<file path="src/rtl/spi_fe_pkg.sv">
package spi_fe_pkg;
   typedef enum logic [1:0] {
      RSEL_CTRL = 2'd0,
      RSEL_DATA = 2'd1,
      RSEL_CFG  = 2'd2,
      RSEL_RATE = 2'd3
   } rsel_e;

   localparam int CTL_MASTER = 0;
   localparam int CTL_DONE   = 1;
   localparam int CTL_WCOL   = 2;
   localparam int CTL_BUSY   = 3;
endpackage

</file>
<file path="src/rtl/spi_fe_sync.sv">
module spi_fe_sync #(
   parameter int W = 1,
   parameter int STAGES = 2,
   parameter logic [W-1:0] RST_VAL = '0
) (
   input  logic         clk,
   input  logic         rst_n,
   input  logic [W-1:0] d,
   output logic [W-1:0] q
);
   generate
      if (STAGES < 2) begin : g_bad_depth
         $error("spi_fe_sync needs at least two stages");
      end
   endgenerate

   logic [STAGES-1:0][W-1:0] pipe_q;

   always_ff @(posedge clk or negedge rst_n) begin
      if (!rst_n) pipe_q <= {STAGES{RST_VAL}};
      else        pipe_q <= {pipe_q[STAGES-2:0], d};
   end

   assign q = pipe_q[STAGES-1];
endmodule

</file>
<file path="src/rtl/spi_fe_clkdiv.sv">
module spi_fe_clkdiv #(
   parameter int DIVW = 8
) (
   input  logic            clk,
   input  logic            rst_n,
   input  logic            run,
   input  logic [DIVW-1:0] rate,
   output logic            tick,
   output logic [DIVW-1:0] count_o
);
   logic [DIVW-1:0] cnt_q;

   assign tick    = run && (cnt_q == rate);
   assign count_o = cnt_q;

   always_ff @(posedge clk or negedge rst_n) begin
      if (!rst_n)             cnt_q <= '0;
      else if (!run || tick)  cnt_q <= '0;
      else                    cnt_q <= cnt_q + 1'b1;
   end
endmodule

</file>
<file path="src/rtl/spi_fe_shifter.sv">
module spi_fe_shifter #(
   parameter int DW = 8,
   localparam int CW = $clog2(DW),
   localparam int EW = CW + 1
) (
   input  logic          clk,
   input  logic          rst_n,
   input  logic          start,
   input  logic [DW-1:0] load_word,
   input  logic          clear,
   input  logic          edge_i,
   input  logic          cpha,
   input  logic [CW-1:0] last_bit,
   input  logic          din,
   output logic          sout,
   output logic          tog,
   output logic [CW-1:0] pos,
   output logic          frame_end,
   output logic [DW-1:0] rx_word
);
   logic [DW-1:0] tx_q, rx_q, rx_nx;
   logic [EW-1:0] e_q;
   logic [CW-1:0] cnt_q;
   logic          tog_q;
   logic          leading, sample_now, shift_now;

   assign leading    = ~e_q[0];
   assign sample_now = edge_i && (cpha ? !leading : leading);
   assign shift_now  = edge_i && (cpha ? (leading && (e_q != '0)) : !leading);
   assign frame_end  = edge_i && (e_q == {last_bit, 1'b1});
   assign rx_nx      = sample_now ? {rx_q[DW-2:0], din} : rx_q;

   always_ff @(posedge clk or negedge rst_n) begin
      if (!rst_n) begin
         tx_q  <= '0;
         rx_q  <= '0;
         e_q   <= '0;
         cnt_q <= '0;
         tog_q <= 1'b0;
      end else if (start) begin
         tx_q  <= load_word;
         rx_q  <= '0;
         e_q   <= '0;
         cnt_q <= '0;
         tog_q <= 1'b0;
      end else if (clear) begin
         rx_q  <= '0;
         e_q   <= '0;
         cnt_q <= '0;
         tog_q <= 1'b0;
      end else if (edge_i) begin
         if (shift_now) tx_q <= {tx_q[DW-2:0], 1'b0};
         rx_q  <= rx_nx;
         tog_q <= ~tog_q;
         if (frame_end) begin
            e_q   <= '0;
            cnt_q <= '0;
         end else begin
            e_q <= e_q + 1'b1;
            if (sample_now) cnt_q <= cnt_q + 1'b1;
         end
      end
   end

   assign sout    = tx_q[DW-1];
   assign tog     = tog_q;
   assign pos     = cnt_q;
   assign rx_word = rx_nx;
endmodule

</file>
<file path="src/rtl/spi_frame_engine.sv">
module spi_frame_engine #(
   parameter int DW          = 8,
   parameter int DIVW        = 8,
   parameter int SYNC_STAGES = 2
) (
   input  logic          clk,
   input  logic          rst_n,
   input  logic [1:0]    reg_addr,
   input  logic          reg_wr,
   input  logic [DW-1:0] reg_wdata,
   output logic [DW-1:0] reg_rdata,
   output logic          sck_o,
   input  logic          sck_i,
   output logic          mosi_o,
   input  logic          mosi_i,
   output logic          miso_o,
   input  logic          miso_i,
   input  logic          nss_i,
   output logic          done_o
);
   import spi_fe_pkg::*;

   localparam int CW     = $clog2(DW);
   localparam int POS_LO = CW;
   localparam int POL_B  = 2 * CW;
   localparam int PHA_B  = 2 * CW + 1;

   generate
      if (DW != (1 << CW) || (2 * CW + 2) > DW || DW < 4) begin : g_bad_width
         $error("spi_frame_engine: DW must be a power of two with room for the config fields");
      end
      if (DIVW > DW || DIVW < 1) begin : g_bad_div
         $error("spi_frame_engine: DIVW must fit in one register");
      end
   endgenerate

   logic          master_q, done_q, wcol_q, cpha_q, cpol_q, mbusy_q;
   logic [CW-1:0] fsize_q;
   logic [DIVW-1:0] rate_q, div_cnt;
   logic [DW-1:0] rxbuf_q, rx_word;
   logic          sck_s, mosi_s, nss_s, sck_d_q;
   logic          busy, ctl_wr, data_wr, cfg_wr, rate_wr, start, clear;
   logic          tick, edge_sel, frame_end, sout, tog, din;
   logic [CW-1:0] bitpos, last_bit;

   spi_fe_sync #(.W(3), .STAGES(SYNC_STAGES), .RST_VAL(3'b100)) u_sync (
      .clk(clk), .rst_n(rst_n),
      .d({nss_i, mosi_i, sck_i}),
      .q({nss_s, mosi_s, sck_s})
   );

   always_ff @(posedge clk or negedge rst_n) begin
      if (!rst_n) sck_d_q <= 1'b0;
      else        sck_d_q <= sck_s;
   end

   assign ctl_wr   = reg_wr && (reg_addr == RSEL_CTRL);
   assign data_wr  = reg_wr && (reg_addr == RSEL_DATA);
   assign cfg_wr   = reg_wr && (reg_addr == RSEL_CFG);
   assign rate_wr  = reg_wr && (reg_addr == RSEL_RATE);
   assign busy     = master_q ? mbusy_q : ~nss_s;
   assign start    = data_wr && !busy;
   assign clear    = ~master_q & nss_s;
   assign edge_sel = master_q ? tick : (~nss_s & (sck_s ^ sck_d_q));
   assign last_bit = master_q ? fsize_q : '1;
   assign din      = master_q ? miso_i : mosi_s;

   spi_fe_clkdiv #(.DIVW(DIVW)) u_div (
      .clk(clk), .rst_n(rst_n), .run(mbusy_q), .rate(rate_q),
      .tick(tick), .count_o(div_cnt)
   );

   spi_fe_shifter #(.DW(DW)) u_shift (
      .clk(clk), .rst_n(rst_n), .start(start), .load_word(reg_wdata),
      .clear(clear), .edge_i(edge_sel), .cpha(cpha_q), .last_bit(last_bit),
      .din(din), .sout(sout), .tog(tog), .pos(bitpos),
      .frame_end(frame_end), .rx_word(rx_word)
   );

   always_ff @(posedge clk or negedge rst_n) begin
      if (!rst_n) begin
         master_q <= 1'b0;
         done_q   <= 1'b0;
         wcol_q   <= 1'b0;
         cpha_q   <= 1'b0;
         cpol_q   <= 1'b0;
         fsize_q  <= '1;
         rate_q   <= '0;
         rxbuf_q  <= '0;
         mbusy_q  <= 1'b0;
      end else begin
         if (ctl_wr) master_q <= reg_wdata[CTL_MASTER];
         if (frame_end)   done_q <= 1'b1;
         else if (ctl_wr) done_q <= done_q & reg_wdata[CTL_DONE];
         if (data_wr && busy) wcol_q <= 1'b1;
         else if (ctl_wr)     wcol_q <= wcol_q & reg_wdata[CTL_WCOL];
         if (cfg_wr) begin
            cpha_q  <= reg_wdata[PHA_B];
            cpol_q  <= reg_wdata[POL_B];
            fsize_q <= reg_wdata[CW-1:0];
         end
         if (rate_wr) rate_q <= reg_wdata[DIVW-1:0];
         if (frame_end) rxbuf_q <= rx_word;
         if (start && master_q) mbusy_q <= 1'b1;
         else if (frame_end)    mbusy_q <= 1'b0;
      end
   end

   always_comb begin
      reg_rdata = '0;
      case (reg_addr)
         RSEL_CTRL: begin
            reg_rdata[CTL_MASTER] = master_q;
            reg_rdata[CTL_DONE]   = done_q;
            reg_rdata[CTL_WCOL]   = wcol_q;
            reg_rdata[CTL_BUSY]   = busy & master_q;
         end
         RSEL_DATA: reg_rdata = rxbuf_q;
         RSEL_CFG: begin
            reg_rdata[PHA_B]             = cpha_q;
            reg_rdata[POL_B]             = cpol_q;
            reg_rdata[POS_LO+CW-1:POS_LO] = bitpos;
            reg_rdata[CW-1:0]            = fsize_q;
         end
         default: reg_rdata[DIVW-1:0] = rate_q;
      endcase
   end

   assign sck_o  = cpol_q ^ (master_q & tog);
   assign mosi_o = master_q & sout;
   assign miso_o = ~master_q & sout;
   assign done_o = done_q;
endmodule

</file>
<file path="config.mk">
export PLATFORM = sky130hd
export DESIGN_NAME = spi_frame_engine
export DESIGN_NICKNAME = d
export VERILOG_FILES = /design/src/rtl/spi_fe_pkg.sv /design/src/rtl/spi_fe_sync.sv /design/src/rtl/spi_fe_clkdiv.sv /design/src/rtl/spi_fe_shifter.sv /design/src/rtl/spi_frame_engine.sv
export SDC_FILE = /design/constraint.sdc
export NUM_CORES = 1
export LEC_CHECK = 0
export BUFFER_PORTS_ARGS = -buffer_cell sky130_fd_sc_hd__buf_2
export CORE_UTILIZATION = 45
export CTS_CLUSTER_DIAMETER = 50
export DETAILED_ROUTE_END_ITERATION = 8
export HOLD_SLACK_MARGIN = 0.02
export PLACE_DENSITY = 0.69
export SYNTH_ARGS = -nofsm -noshare
export SYNTH_HDL_FRONTEND = slang
export SYNTH_SLANG_ARGS = --single-unit
</file>
<file path="constraint.sdc">
create_clock -name clk -period 5.4 [get_ports clk]
set_input_delay 0.81 -clock clk [delete_from_list [all_inputs] [get_ports clk]]
set_output_delay 0.81 -clock clk [all_outputs]
set_load 0.1 [all_outputs]
</file>
==> metrics.csv <==
stage,metric,value,unit
global_route,largest net degree at the start of global routing,65,
layout,Antenna Cells,0,
sta,Finish-stage setup viols,0,
layout,Nets,340,
route,routed len/inst,16.31,um
global_route,initial antenna violation count,0,
synthesis,sequential share of the synthesized area,50.61,%
power_and_ir_drop,maximum vdd ir drop,0.1502,mV
clock_tree,CTS Buf Count,9,
clock_tree,Clock Sinks,64,
synthesis,Post-Syn Area,3177,um^2
placement,GP Congestion,0.8187,
worst_setup_path,Worst Setup End Kind,output pin,
clock_tree,root buffer cell,clkbuf_8,
synthesis,Synth warnings,0,
clock_tree,clock insertion delay at the later pin of the skew report,0.34,ns
sta,slew at the pin closest to its max-slew limit,1.137,ns
die,Die H,86.02,um
job,max cap viols,0,
route,Met1 Wirelength,3.083,mm
route,Highest Signal Layer,met4,
clock_tree,"CTS clk-pin slew, worst paths",0.07,ns
worst_setup_path,critical setup path kind,reg -> out,
power_and_ir_drop,Power Density,463.9,nW/um^2
placement,hpwl dp,4.848,mm
clock_tree,Post-CTS Setup Bufs,0,
global_route,global-route wire length before repair,11.32,mm
route,initial drt markers,135,
worst_setup_path,Critical Path Fanout Max,11,
die,Core Footprint,6794,um^2
sta,fin crit period,3.024,ns
route,Detail Route Antenna Nets,0,
clock_tree,TritonCTS clock tree,yes,
clock_tree,H-Tree Depth,3,
layout,Synth-to-Final Area Change,14.06,%
clock_tree,post-cts sizing count,0,
sta,"Hold Vio Cnt, Final",0,
placement,number of port buffers,28,
worst_setup_path,"Data required, critical path",4.59,ns
route,Met3 Wirelength,229,um
route,met2 routed WL,3.396,mm
die,Die X,86.02,um
sta,RSZ-0062 raised after global routing,false,
die,Core Rows,30,
global_route,global route overflow,0,
placement,Placed Area,3406,um^2
worst_setup_path,CP Launch Type,flip-flop,
die,Initial Util,46.76,%
clock_tree,cts hold-fix bufs,0,
die,die area,7399,um^2
synthesis,Post-Syn Instances,289,
clock_tree,Clock Tree Buf Depth,2,
route,Routed WL,6.851,mm
synthesis,syn nets,310,
sta,Slew HR,24.20,%
status,status,completed,
route,number of detailed-route iterations in the first pass,4,
global_route,vias in the first global route,2232,
layout,cell area after layout,3623,um^2
sta,Final Slew Violations,0,
worst_hold_path,HP Class,reg -> reg,
route,Vias/cell,5.600,
synthesis,Post-synth EDFFs,0,
sta,setup ws final,2.376,ns
power_and_ir_drop,Leak,1.595,nW
synthesis,Netlist cell types,47,
sta,Setup TNS,0,ns
die,IO Pins,29,
worst_setup_path,CP Data Arrival Time,2.21,ns
synthesis,#FFs+latches synth,64,
global_route,GRT Total Usage,20.30,%
sta,FMAX,330.7,MHz
synthesis,Main synth FF type,dfrtp_1,
synthesis,"Avg Cell Area, Syn",10.99,um^2
placement,dpl ws,2.562,ns
route,# DRC,0,
layout,share of layout cells above drive strength 1,25.00,%
synthesis,async set or reset register ratio after synthesis,100.0,%
sta,skew final,0.01043,ns
sta,final cycle utilization of the critical path,56.00,%
route,total number of vias,2352,
[kinds of logic after synthesis]
family / synth area share, %
AOI/OAI and AO/OA: 15.60
and+or+nand+nor: 14.46
buffers and inverters: 3.150
xor gates and xnor gates: 4.687
adders and majority gates: 1.575
muxes: 9.925
DFF: 50.61
[cells in the final DEF (no fill, tap or decap), drive strengths merged, types with 2 or more instances in the layout]
cell / n
dfrtp: 59
nand2: 31
buf: 29
nor2: 23
mux2: 17
nand3: 16
clkbuf: 14
xor2: 13
a22o: 13
inv: 13
a21oi: 12
o21ai: 9
a41oi: 8
o311ai: 7
nor2b: 5
dfstp: 5
mux4: 4
xnor2: 4
ha: 4
and3: 3
nand2b: 3
a32o: 3
mux2i: 3
nor3: 2
a21o: 2
a211o: 2
nand3b: 2
o31ai: 2
and2: 2
[registers in the layout, summed over array words and instances (netlist names)]
signal / cells
cpha_q: 1
cpol_q: 1
done_o: 1
fsize_q: 3
master_q: 1
mbusy_q: 1
rate_q: 8
rxbuf_q: 8
sck_d_q: 1
u_div.count_o: 8
u_shift.e_q: 4
u_shift.pos: 3
u_shift.rx_q: 8
u_shift.tog: 1
u_shift.tx_q: 8
u_sync.pipe_q: 3
u_sync.q: 3
wcol_q: 1
[worst max-delay path, stage by stage (launching register included)]
cell and delay (ns):
dfrtp_1 0.62, and2_0 0.50, mux4_2 0.32, buf_2 0.42
[where the power goes]
part           switching, mW  leakage [nW]  internal [mW]  total (mW)
Sequential             0.101         0.808          0.586       0.687
Clock                  0.179         0.113          0.263       0.443
Combinational          0.380         0.674          0.172       0.551
[path summary, 6_finish.rpt]
kind	startpoint	to	slack, ns	cells after the start
max	master_q$_DFFE_PN0P_	reg_rdata[3]	2.38	3
min	u_sync.pipe_q[2]$_DFF_PN1_	u_sync.q[2]$_DFF_PN1_	0.36	0
max reg2reg	master_q$_DFFE_PN0P_	u_shift.pos[0]$_DFFE_PN0P_	2.77	4
min reg2reg	u_sync.pipe_q[2]$_DFF_PN1_	u_sync.q[2]$_DFF_PN1_	0.36	0
max in group asynchronous	rst_n	rxbuf_q[1]$_DFFE_PN0P_	4.25	2
min in group asynchronous	rst_n	u_div.count_o[3]$_DFF_PN0_	0.63	2
[per-layer routing]
layer / up-vias / global-route usage [%]
met3: 13 / 5.197
met4: 0 / 8.636
met2: 37 / 32.83
li1: 1111 / -
met1: 1191 / 25.87
met5: - / 0
[Yosys cell counts, types with 2 or more instances]
cell / count / share of area [%]
a211o_1: 2 / 0.55
a21o_1: 2 / 0.47
a21oi_1: 12 / 1.9
a22o_1: 13 / 3.6
a32o_1: 3 / 0.95
a41oi_1: 8 / 2.2
and3_1: 3 / 0.59
buf_2: 4 / 0.63
buf_4: 2 / 0.47
clkbuf_1: 3 / 0.35
dfrtp_1: 59 / 46
dfstp_2: 5 / 4.1
ha_1: 4 / 1.6
inv_1: 12 / 1.4
mux2_2: 17 / 6.0
mux2i_1: 2 / 0.63
mux4_2: 4 / 2.8
nand2_1: 31 / 3.7
nand2b_1: 3 / 0.59
nand3_1: 16 / 2.5
nand3b_1: 2 / 0.47
nor2_1: 22 / 2.6
nor2b_1: 5 / 0.98
nor3_1: 2 / 0.32
o21ai_0: 9 / 1.4
o311ai_0: 7 / 1.9
o31ai_1: 2 / 0.47
xnor2_1: 4 / 1.1
xor2_1: 13 / 3.6
[stage by stage]
step	hold WS, ns	cells	utilization, %	total power [mW]
after floorplan	0.3312	289	-	1.120
after global placement	0.3387	404	50.13	1.236
after detailed placement	0.3395	404	50.13	1.246
after CTS	0.3570	420	53.33	1.696
after global routing	0.3618	420	53.33	1.772
final	0.3562	420	53.33	1.681
[layout make-up]
cell class	instances	area, um^2
repair buffers	29	147.6
clock inverters	2	35.03
inverters	13	48.80
multi-input cells	202	1481
fillers	591	3171
flip-flops and latches	64	1608
clock buffers	14	182.7
well taps	96	120.1
Power figures use the tool's default switching activity.
